[src/rtl/ts_sec_extend.sv]
module ts_sec_extend #(
  parameter int WORD_W      = 32,
  parameter int NS_W        = 30,
  parameter int SEC_W       = 48,
  parameter int FIELD_W     = 6,
  parameter int PRESENT_BIT = 31
) (
  input  logic              clk,
  input  logic              rst,
  input  logic              cap_stb,
  input  logic [WORD_W-1:0] cap_w0,
  input  logic [WORD_W-1:0] cap_w1,
  input  logic [SEC_W-1:0]  live_sec,
  output logic              ext_vld,
  output logic [SEC_W-1:0]  ext_sec,
  output logic [NS_W-1:0]   ext_ns
);
  localparam int LO_W = WORD_W - NS_W;
  localparam int HI_W = FIELD_W - LO_W;
  localparam logic [SEC_W-1:0] RANGE = {{(SEC_W-1){1'b0}}, 1'b1} << FIELD_W;

  logic [FIELD_W-1:0] field;
  logic               take;
  logic               wrap;
  logic [SEC_W-1:0]   spliced;
  logic [SEC_W-1:0]   full;

  assign field   = {cap_w1[HI_W-1:0], cap_w0[WORD_W-1:NS_W]};
  assign take    = cap_stb & cap_w1[PRESENT_BIT];
  assign wrap    = field[FIELD_W-1] & ~live_sec[FIELD_W-1];
  assign spliced = {live_sec[SEC_W-1:FIELD_W], field};
  assign full    = wrap ? spliced - RANGE : spliced;

  always_ff @(posedge clk) begin
    if (rst) begin
      ext_vld <= 1'b0;
      ext_sec <= '0;
      ext_ns  <= '0;
    end else begin
      ext_vld <= take;
      if (take) begin
        ext_sec <= full;
        ext_ns  <= cap_w0[NS_W-1:0];
      end
    end
  end

  AST_VLD_AFTER_TAKE: assert property (@(posedge clk) disable iff (rst)
    take |=> ext_vld);
  AST_NO_VLD_ELSE: assert property (@(posedge clk) disable iff (rst)
    !take |=> !ext_vld);
  AST_NS_PASS: assert property (@(posedge clk) disable iff (rst)
    take |=> ext_ns == $past(cap_w0[NS_W-1:0]));
  AST_FIELD_LOW: assert property (@(posedge clk) disable iff (rst)
    take |=> ext_sec[FIELD_W-1:0] == $past(field));
  AST_UPPER_KEEP: assert property (@(posedge clk) disable iff (rst)
    (take && !(cap_w0[WORD_W-1] == 1'b0 && 1'b0) && !field[FIELD_W-1]) |=>
      ext_sec[SEC_W-1:FIELD_W] == $past(live_sec[SEC_W-1:FIELD_W]));
  AST_HOLD_DATA: assert property (@(posedge clk) disable iff (rst)
    !take |=> ($stable(ext_sec) && $stable(ext_ns)));
endmodule

[config.mk]
export PLATFORM = sky130hd
export DESIGN_NAME = ts_sec_extend
export DESIGN_NICKNAME = d
export VERILOG_FILES = /design/src/rtl/ts_sec_extend.sv
export SDC_FILE = /design/constraint.sdc
export NUM_CORES = 1
export LEC_CHECK = 0
export BUFFER_PORTS_ARGS = -buffer_cell sky130_fd_sc_hd__buf_2
export CAP_MARGIN = 20
export CORE_MARGIN = 5
export CORE_UTILIZATION = 37
export DETAILED_ROUTE_END_ITERATION = 16
export PLACE_DENSITY = 0.78
export RECOVER_POWER = 100
export SYNTH_ARGS = -nofsm -noshare
export SYNTH_HDL_FRONTEND = slang
export SYNTH_SLANG_ARGS = --single-unit
[constraint.sdc]
create_clock -name clk -period 4.5 [get_ports clk]
set_clock_uncertainty 0.2 [all_clocks]
set_input_delay 0.45 -clock clk [delete_from_list [all_inputs] [get_ports clk]]
set_output_delay 0.45 -clock clk [all_outputs]
set_load 0.05 [all_outputs]
Yosys cells after proc, flatten, opt, wreduce, memory -nomap -nowiden:

Index checks and enable logic that the tools add are counted.

* register bits after elaboration: 79
* input bits: 115
* logic and storage cells: 8

* $add $sub $neg: 1
* multiplexer cells: 1
* bitwise logic cells: 3

Operators by type and width (count)
* 48-bit two-way mux: 1
* 48-bit by 7-bit subtractor with 48-bit output (second input constant): 1
* 1-bit AND: 2
* 1-bit NOT: 1

Longest topological paths before layout:

Gate-level depths: netlist of the first run.

* depth in word-level cells: 3
* mapped depth: 8

Least setup slack after synthesis of the first run:

OpenSTA, ideal clock, no wires.

* path kind: input port to flip-flop
* from: in live_sec[28]
* to: reg ext_sec[47]
* setup time: 91 ps
* arrival time: 2234 ps
* slack: 1975 ps
* stages: 5
* path buffers: 0
* path through: nor4_1 -> nand3b_2 -> or4_1 -> or4_1 -> a311oi_1

* word-level cells in the longest chain between the ends: 2

Ends and longest elaborated chain
* from (decl): line 13 `input logic [SEC_W-1:0] live_sec,`
* 48-bit by 7-bit subtractor with 48-bit output: line 32 `assign full = wrap ? spliced - RANGE : spliced;`
* 48-bit two-way mux: line 32
* to (signal assigned): line 42 `ext_sec <= full;`
* to (decl): line 15 `output logic [SEC_W-1:0] ext_sec,`

No other way between the ends.
A chain may end at the register's enable or synchronous reset.

Final worst setup path of the first run:

* from: in rst
* to: reg ext_sec[44]

RTL lines
* from (decl): line 9 `input logic rst,`

No word-level cell between the ends.

==> run metrics, run 1 <==
Final Setup Violations=0; Die Wd=108 um; Setup TNS Final=0 ns; Achievable Freq=0.311 GHz; largest net degree at the start of global routing=116; Adder-Cell Fraction of Synth Area=0.354%; Avg Cell Area, Syn=8.21 um^2; CP max stage cell=clkbuf_1; Cell Area, Synth=3530 um^2; Most used DFF post-synth=dfxtp_1; GRT Util Overall=16.9%; top cells by area, synth=dfxtp_1, nand2_1, a211oi_1, xnor2_1, nor2_1; largest family of logic cells by synthesized area=simple AND/OR/NAND/NOR gates; clock power share=31.5%; register area share after synthesis=44.8%; top-count cell post-synth=nand2_1; Total Routed Length=10,400 um; Sw Ratio=35.2%; via count=3,562; static leakage=1.58 nW; met1 global-route usage=19.1%; Clock Tree Root=clkbuf_8; 1st-iter DRT viols=231; Synth top area share=44.8%; DRC violations left=0; status=finished, violations left; antenna-violating nets left=0; I/O Buffers=161; Ports=194; Worst Hold Class=in -> reg; Die ar.=11,600 um^2; busiest grt layer=met2; fillers=952; Site Rows=35; Crit path max-delay family=buffers and inverters; XOR/XNOR Fraction of Synth Area=7.94%; H-Tree Level Count=3; HPWL after DPL=7770 um; TritonCTS clock tree=built; crit path launch type=primary input; Worst path max stage delay=1.36 ns; CP required=4.47 ns; clock sinks=79; syn nets=546; core area=9280 um^2; power per cell area=355 nW/um^2; commonest cells in the synthesized netlist=nand2_1, dfxtp_1, nor2_1; worst-path cell chain=clkbuf_1, clkbuf_1, nor4_1; Hold-fix buffers, CTS=0; simple-gate share of the synthesized area=27.8%; most used cell, CP=clkbuf_1; later-pin clock latency in the skew report=0.35 ns; Slew headroom=-29.2%; post-synthesis compound-gate area fraction=15.7%; clk buf depth=2; Tmin final=3.21 ns; first-pass GRT wire length=15,600 um; synth-to-layout area growth=27.7%; met3 Use GR=5.46%; hold_ws=0.118 ns; failing checks=max-capacitance violations, max-slew violations; final instance area=4510 um^2; die span in y=108 um; Final Max Tran Viols=81; worst-margin pin slew=1.94 ns; post-CTS setup buffer count=0; maxcap violations=2; Yosys reg bits=79; WP data arrival=3.19 ns; initial antenna violation count=2; global route total overflow=0; Yosys top cell by area=dfxtp_1; Fin. Hold Viols=0; critical path class=in -> reg; yosys warns=0; EDFF count, synth=0; Yosys cell types=37; GRT met2 Usage=29.5%; placed inst area=4400 um^2; CTS buffer count=9; Max VDD drop=119 uV; CP endpoint kind=flop; Flop pwr share=47.4%; GP Congestion=0.727; Mapped Cells=430; Async SR Flop Fraction=0%; Initial Util=38.0%; Final #Nets=692; layout cell share with drive strength beyond 1=18.2%; post_cts resized=0; combinational share of power=21.1%; Pre-Repair DR Iteration Count=4; final period utilization=71.4%; vias in the first global route=3,286; clk slew on worst S/H paths=0.10 ns; Vias/cell=5.01; internal power=1.04 mW; mux share of post-synthesis cell area=0%; wire per inst=14.7 um; Bufs and invs on worst path=2; RSZ-0062 raised after global routing=no; CP Max Fanout=41; switching power=0.563 mW
==> state kept, by name, indices dropped and copies added (netlist names) <==
signal / count
ext_sec: 48
ext_vld: 1
ext_ns: 30
==> routing by layer <==
layer  share of wire, %  up-vias
met5               0.11        -
met4                2.2        2
met3                9.7       20
met2                 47      149
met1                 41     1591
li1                   -     1800
==> power groups by stage <==
stage,Clock (mW),Combinational [mW],Sequential [mW]
after floorplan,0,0.0967,0.910
after global placement,0,0.341,0.771
after detailed placement,0,0.347,0.773
after CTS,0.518,0.348,0.757
after global routing,0.556,0.361,0.764
final,0.504,0.337,0.758
==> cell usage in the layout, fill, tap and decap left out, types with 2 or more instances in the layout <==
master and instances:
or4_1 6, a21oi_1 37, clkbuf_8 9, nor4_1 17
buf_2 79, a311oi_1 7, a211oi_1 30, nor4b_1 2
nand3_1 3, clkinvlp_4 2, nand4_1 2, inv_1 2
or3_1 12, xor2_1 9, o21ai_0 4, a22o_1 2
inv_6 3, nor4_4 2, nand2_1 83, nor2_1 50
o31ai_1 3, dfxtp_1 79, xnor2_1 23, nor3_1 12
clkbuf_1 83, or2_2 4
==> logic make-up (layout without fill, tap and decap cells) <==
logic type / count (synthesis) / after routing
XOR/XNOR: 32 / 32
flip-flops: 79 / 79
other: 0 / 1
adder cells (fa/ha/maj): 1 / 1
AO/OA/AOI/OAI: 86 / 86
AND/OR/NAND/NOR: 201 / 201
buffers and inverters: 31 / 182
==> area by class of cell <==
| type | instances | area [um^2] | area share, % |
|---|---|---|---|
| diodes | 1 | 2.50 | 0.0555 |
| clock buffers | 9 | 124 | 2.75 |
| clock inverters | 7 | 61.3 | 1.36 |
| inverters | 2 | 7.51 | 0.167 |
| multi-input cells | 320 | 1830 | 40.5 |
| flip-flops and latches | 79 | 1580 | 35.1 |
| well taps | 129 | 161 | 3.58 |
| repair buffers | 164 | 742 | 16.5 |
==> stage by stage <==
stage | instances | worst slack [ns] | total power [mW] | utilization [%]
2_1_floorplan | 430 | 1.97 | 1.01 | -
3_3_place_gp | 693 | 1.59 | 1.11 | 47.4
3_5_place_dp | 693 | 1.50 | 1.12 | 47.4
4_1_cts | 709 | 1.86 | 1.62 | 49.4
5_1_grt | 711 | 0.990 | 1.68 | 48.6
6_report | 711 | 1.29 | 1.60 | 48.6
==> worst register-to-register path, delay by kind of cell (launching register included) <==
family / cells / cell delay, ns
AO/OA/AOI/OAI: 1 / 0.25
flip-flops: 1 / 0.35
AND/OR/NAND/NOR: 1 / 0.05
==> final timing paths <==
| check | start | endpoint | slack [ns] | cells past startpoint |
|---|---|---|---|---|
| max | rst | ext_sec[44]$_SDFFE_PP0P_ | 1.29 | 3 |
| min | cap_w1[1] | ext_sec[3]$_SDFFE_PP0P_ | 0.12 | 3 |
| max reg2reg | ext_sec[34]$_SDFFE_PP0P_ | ext_sec[34]$_SDFFE_PP0P_ | 3.55 | 2 |
| min reg2reg | ext_ns[5]$_SDFFE_PP0P_ | ext_ns[5]$_SDFFE_PP0P_ | 0.26 | 2 |
No activity file was read; power rests on OpenSTA's default activity.
==> run 2, diff against run 1 <==
--- a/config.mk
+++ b/config.mk
@@ -5,6 +5,7 @@
 export SDC_FILE = /design/constraint.sdc
 export NUM_CORES = 1
 export LEC_CHECK = 0
+export ABC_AREA = 1
 export BUFFER_PORTS_ARGS = -buffer_cell sky130_fd_sc_hd__buf_2
 export CAP_MARGIN = 20
 export CORE_MARGIN = 5
==> constraint.sdc (replaced) <==
create_clock -name clk -period 2.8 [get_ports clk]
set_clock_uncertainty 0.2 [all_clocks]
set_input_delay 0.28 -clock clk [delete_from_list [all_inputs] [get_ports clk]]
set_output_delay 0.28 -clock clk [all_outputs]
set_load 0.05 [all_outputs]
==> run 2 against run 1 <==
  * The flow still finishes with violations (max-capacitance violations, max-slew violations)
  * Total power increased by 96%
  * Register-to-register slack worse by 1.7 ns
  * Sequential power rose by 64%
  * Sequential share of layout area is 6.2 points lower
  * Global-route usage grew 2.3 points
  * Utilization is 1.5 points higher
  * Die area up 16%
  * Flip-flop and latch count did not move
  * Wire length rose by 26%
  * Worst setup slack got worse by 0.79 ns
==> run metrics, run 2 <==
Yosys cell types=28; Fin. Hold Viols=0; clock sinks=79; EDFF count, synth=0; Vias/cell=4.60; vias in the first global route=4,236; DRC violations left=0; I/O Buffers=161; most common cell after layout, fill and taps aside=nor2_1; post_cts resized=0; GRT Util Overall=19.2%; Most used DFF post-synth=dfxtp_1; Mapped Cells=646; H-Tree Level Count=3; crit path launch type=primary input; Ports=194; CP endpoint kind=flop; clk buf depth=2; R2R Setup Slk=1.85 ns; Setup TNS Final=0 ns; core area=10,900 um^2; largest registers=ext_sec: 48 flops, ext_ns: 30 flops, ext_vld: 1 flops; status=finished, violations left; Core Util, Final=50.1%; Die ar.=13,500 um^2; final period utilization=82.2%; Async SR Flop Fraction=0%; antenna-violating nets left=0; failing checks=max-capacitance violations, max-slew violations; number of diodes=0; Yosys top cell by area=dfxtp_1; global route total overflow=0; top cells by area, synth=dfxtp_1, nor2_1, nand2_1, o21ai_0, inv_1; Pre-Repair DR Iteration Count=4; critical path class=in -> reg; Slew headroom=-26.6%; maxcap violations=1; 1st-iter DRT viols=342; static leakage=2.59 nW; Synth top area share=38.0%; layout cell share with drive strength beyond 1=14.5%; Final Setup Violations=0; GP Congestion=0.913; post-CTS setup buffer count=0; Total Routed Length=13,100 um; Final Max Tran Viols=44; CP Max Fanout=43; wire per inst=13.6 um; Tmin final=2.30 ns; power per cell area=573 nW/um^2; Max VDD drop=333 uV; HPWL after DPL=9690 um; CTS buffer count=9; initial antenna violation count=0; Worst Hold Class=in -> reg; Die Wd=116 um; top-count cell post-synth=nor2_1; hold_ws=0.00746 ns; later-pin clock latency in the skew report=0.33 ns; Achievable Freq=0.434 GHz; clk slew on worst S/H paths=0.06 ns; Initial Util=38.1%; Site Rows=38; Yosys reg bits=79; syn nets=762; Avg Cell Area, Syn=6.45 um^2; max FFs per register=48; Clock Tree Root=clkbuf_16; die span in y=116 um; RSZ-0062 raised after global routing=no; CP required=2.86 ns; commonest cells after routing, fill and taps aside=nor2_1, nand2_1, clkbuf_1; Cell Area, Synth=4160 um^2; TritonCTS clock tree=built; Biggest register=ext_sec; commonest cells in the synthesized netlist=nor2_1, nand2_1, dfxtp_1; yosys warns=0; Final #Nets=938; WP data arrival=2.37 ns; register area share after synthesis=38.0%; worst-margin pin slew=1.90 ns; first-pass GRT wire length=20,400 um; synth-to-layout area growth=31.6%; via count=4,450; largest net degree at the start of global routing=67
-- run 2: path summary, 6_finish.rpt --
kind	from	endpoint	cells after the start
worst max register to register	ext_sec[14]$_SDFFE_PP0P_	ext_sec[14]$_SDFFE_PP0P_	4
worst max-delay path	cap_w1[31]	ext_ns[13]$_SDFFE_PP0P_	5
worst min register to register	ext_ns[3]$_SDFFE_PP0P_	ext_ns[3]$_SDFFE_PP0P_	2
worst min-delay path	cap_w0[21]	ext_ns[21]$_SDFFE_PP0P_	3
-- run 2: cells by family after synthesis --
logic type               count (synthesis)  share of synthesized area, %
AO/OA/AOI/OAI                           99                          12.6
XOR/XNOR                                 7                          1.47
adder cells (fa/ha/maj)                  1                         0.300
buffers and inverters                  100                          9.28
flip-flops                              79                          38.0
AND/OR/NAND/NOR                        360                          38.3
-- run 2: cell type report --
type | count | area (um^2)
Clock buffer | 10 | 239
Sequential cell | 79 | 1580
Fill cell | 1152 | 5460
Multi-Input combinational cell | 467 | 2140
Timing Repair Buffer | 189 | 981
Tap cell | 140 | 175
Clock inverter | 6 | 73.8
Inverter | 76 | 287
-- run 2: routing by layer --
metal  GRT usage (%)  wire [um]  vias to the layer above
met5               0          0                        -
met1            23.4       5790                     1891
met2            32.1       5860                      161
met4            6.26        230                        0
li1                -          -                     2382
met3            6.21       1230                       16
-- run 2: metrics by stage --
step	std cells	area (um^2)	setup WS, ns	power (mW)
floorplan	646	4160	1.18	1.72
global placement	927	5090	0.884	1.92
detailed placement	927	5090	0.854	1.93
CTS	967	5640	0.790	3.20
global route	967	5480	0.374	3.29
finish	967	5480	0.498	3.14
-- run 2: worst max-delay path: stages --
cell and delay [ns]:
buf_2 0.11, nand2_1 0.08, clkbuf_1 1.37, o21ai_0 0.33, nor2_1 0.19
-- run 2: report_power, final --
part / total [mW] / internal [mW] / switching (mW)
Sequential: 1.24 / 1.20 / 0.0362
Combinational: 0.675 / 0.175 / 0.501
Clock: 1.23 / 0.728 / 0.500
-- run 2: repair_timing --
item / CTS / global route
hold buffers: 24 / 0
setup endpoints to repair: 0 / 0
endpoints found under the hold margin: 24 / 0
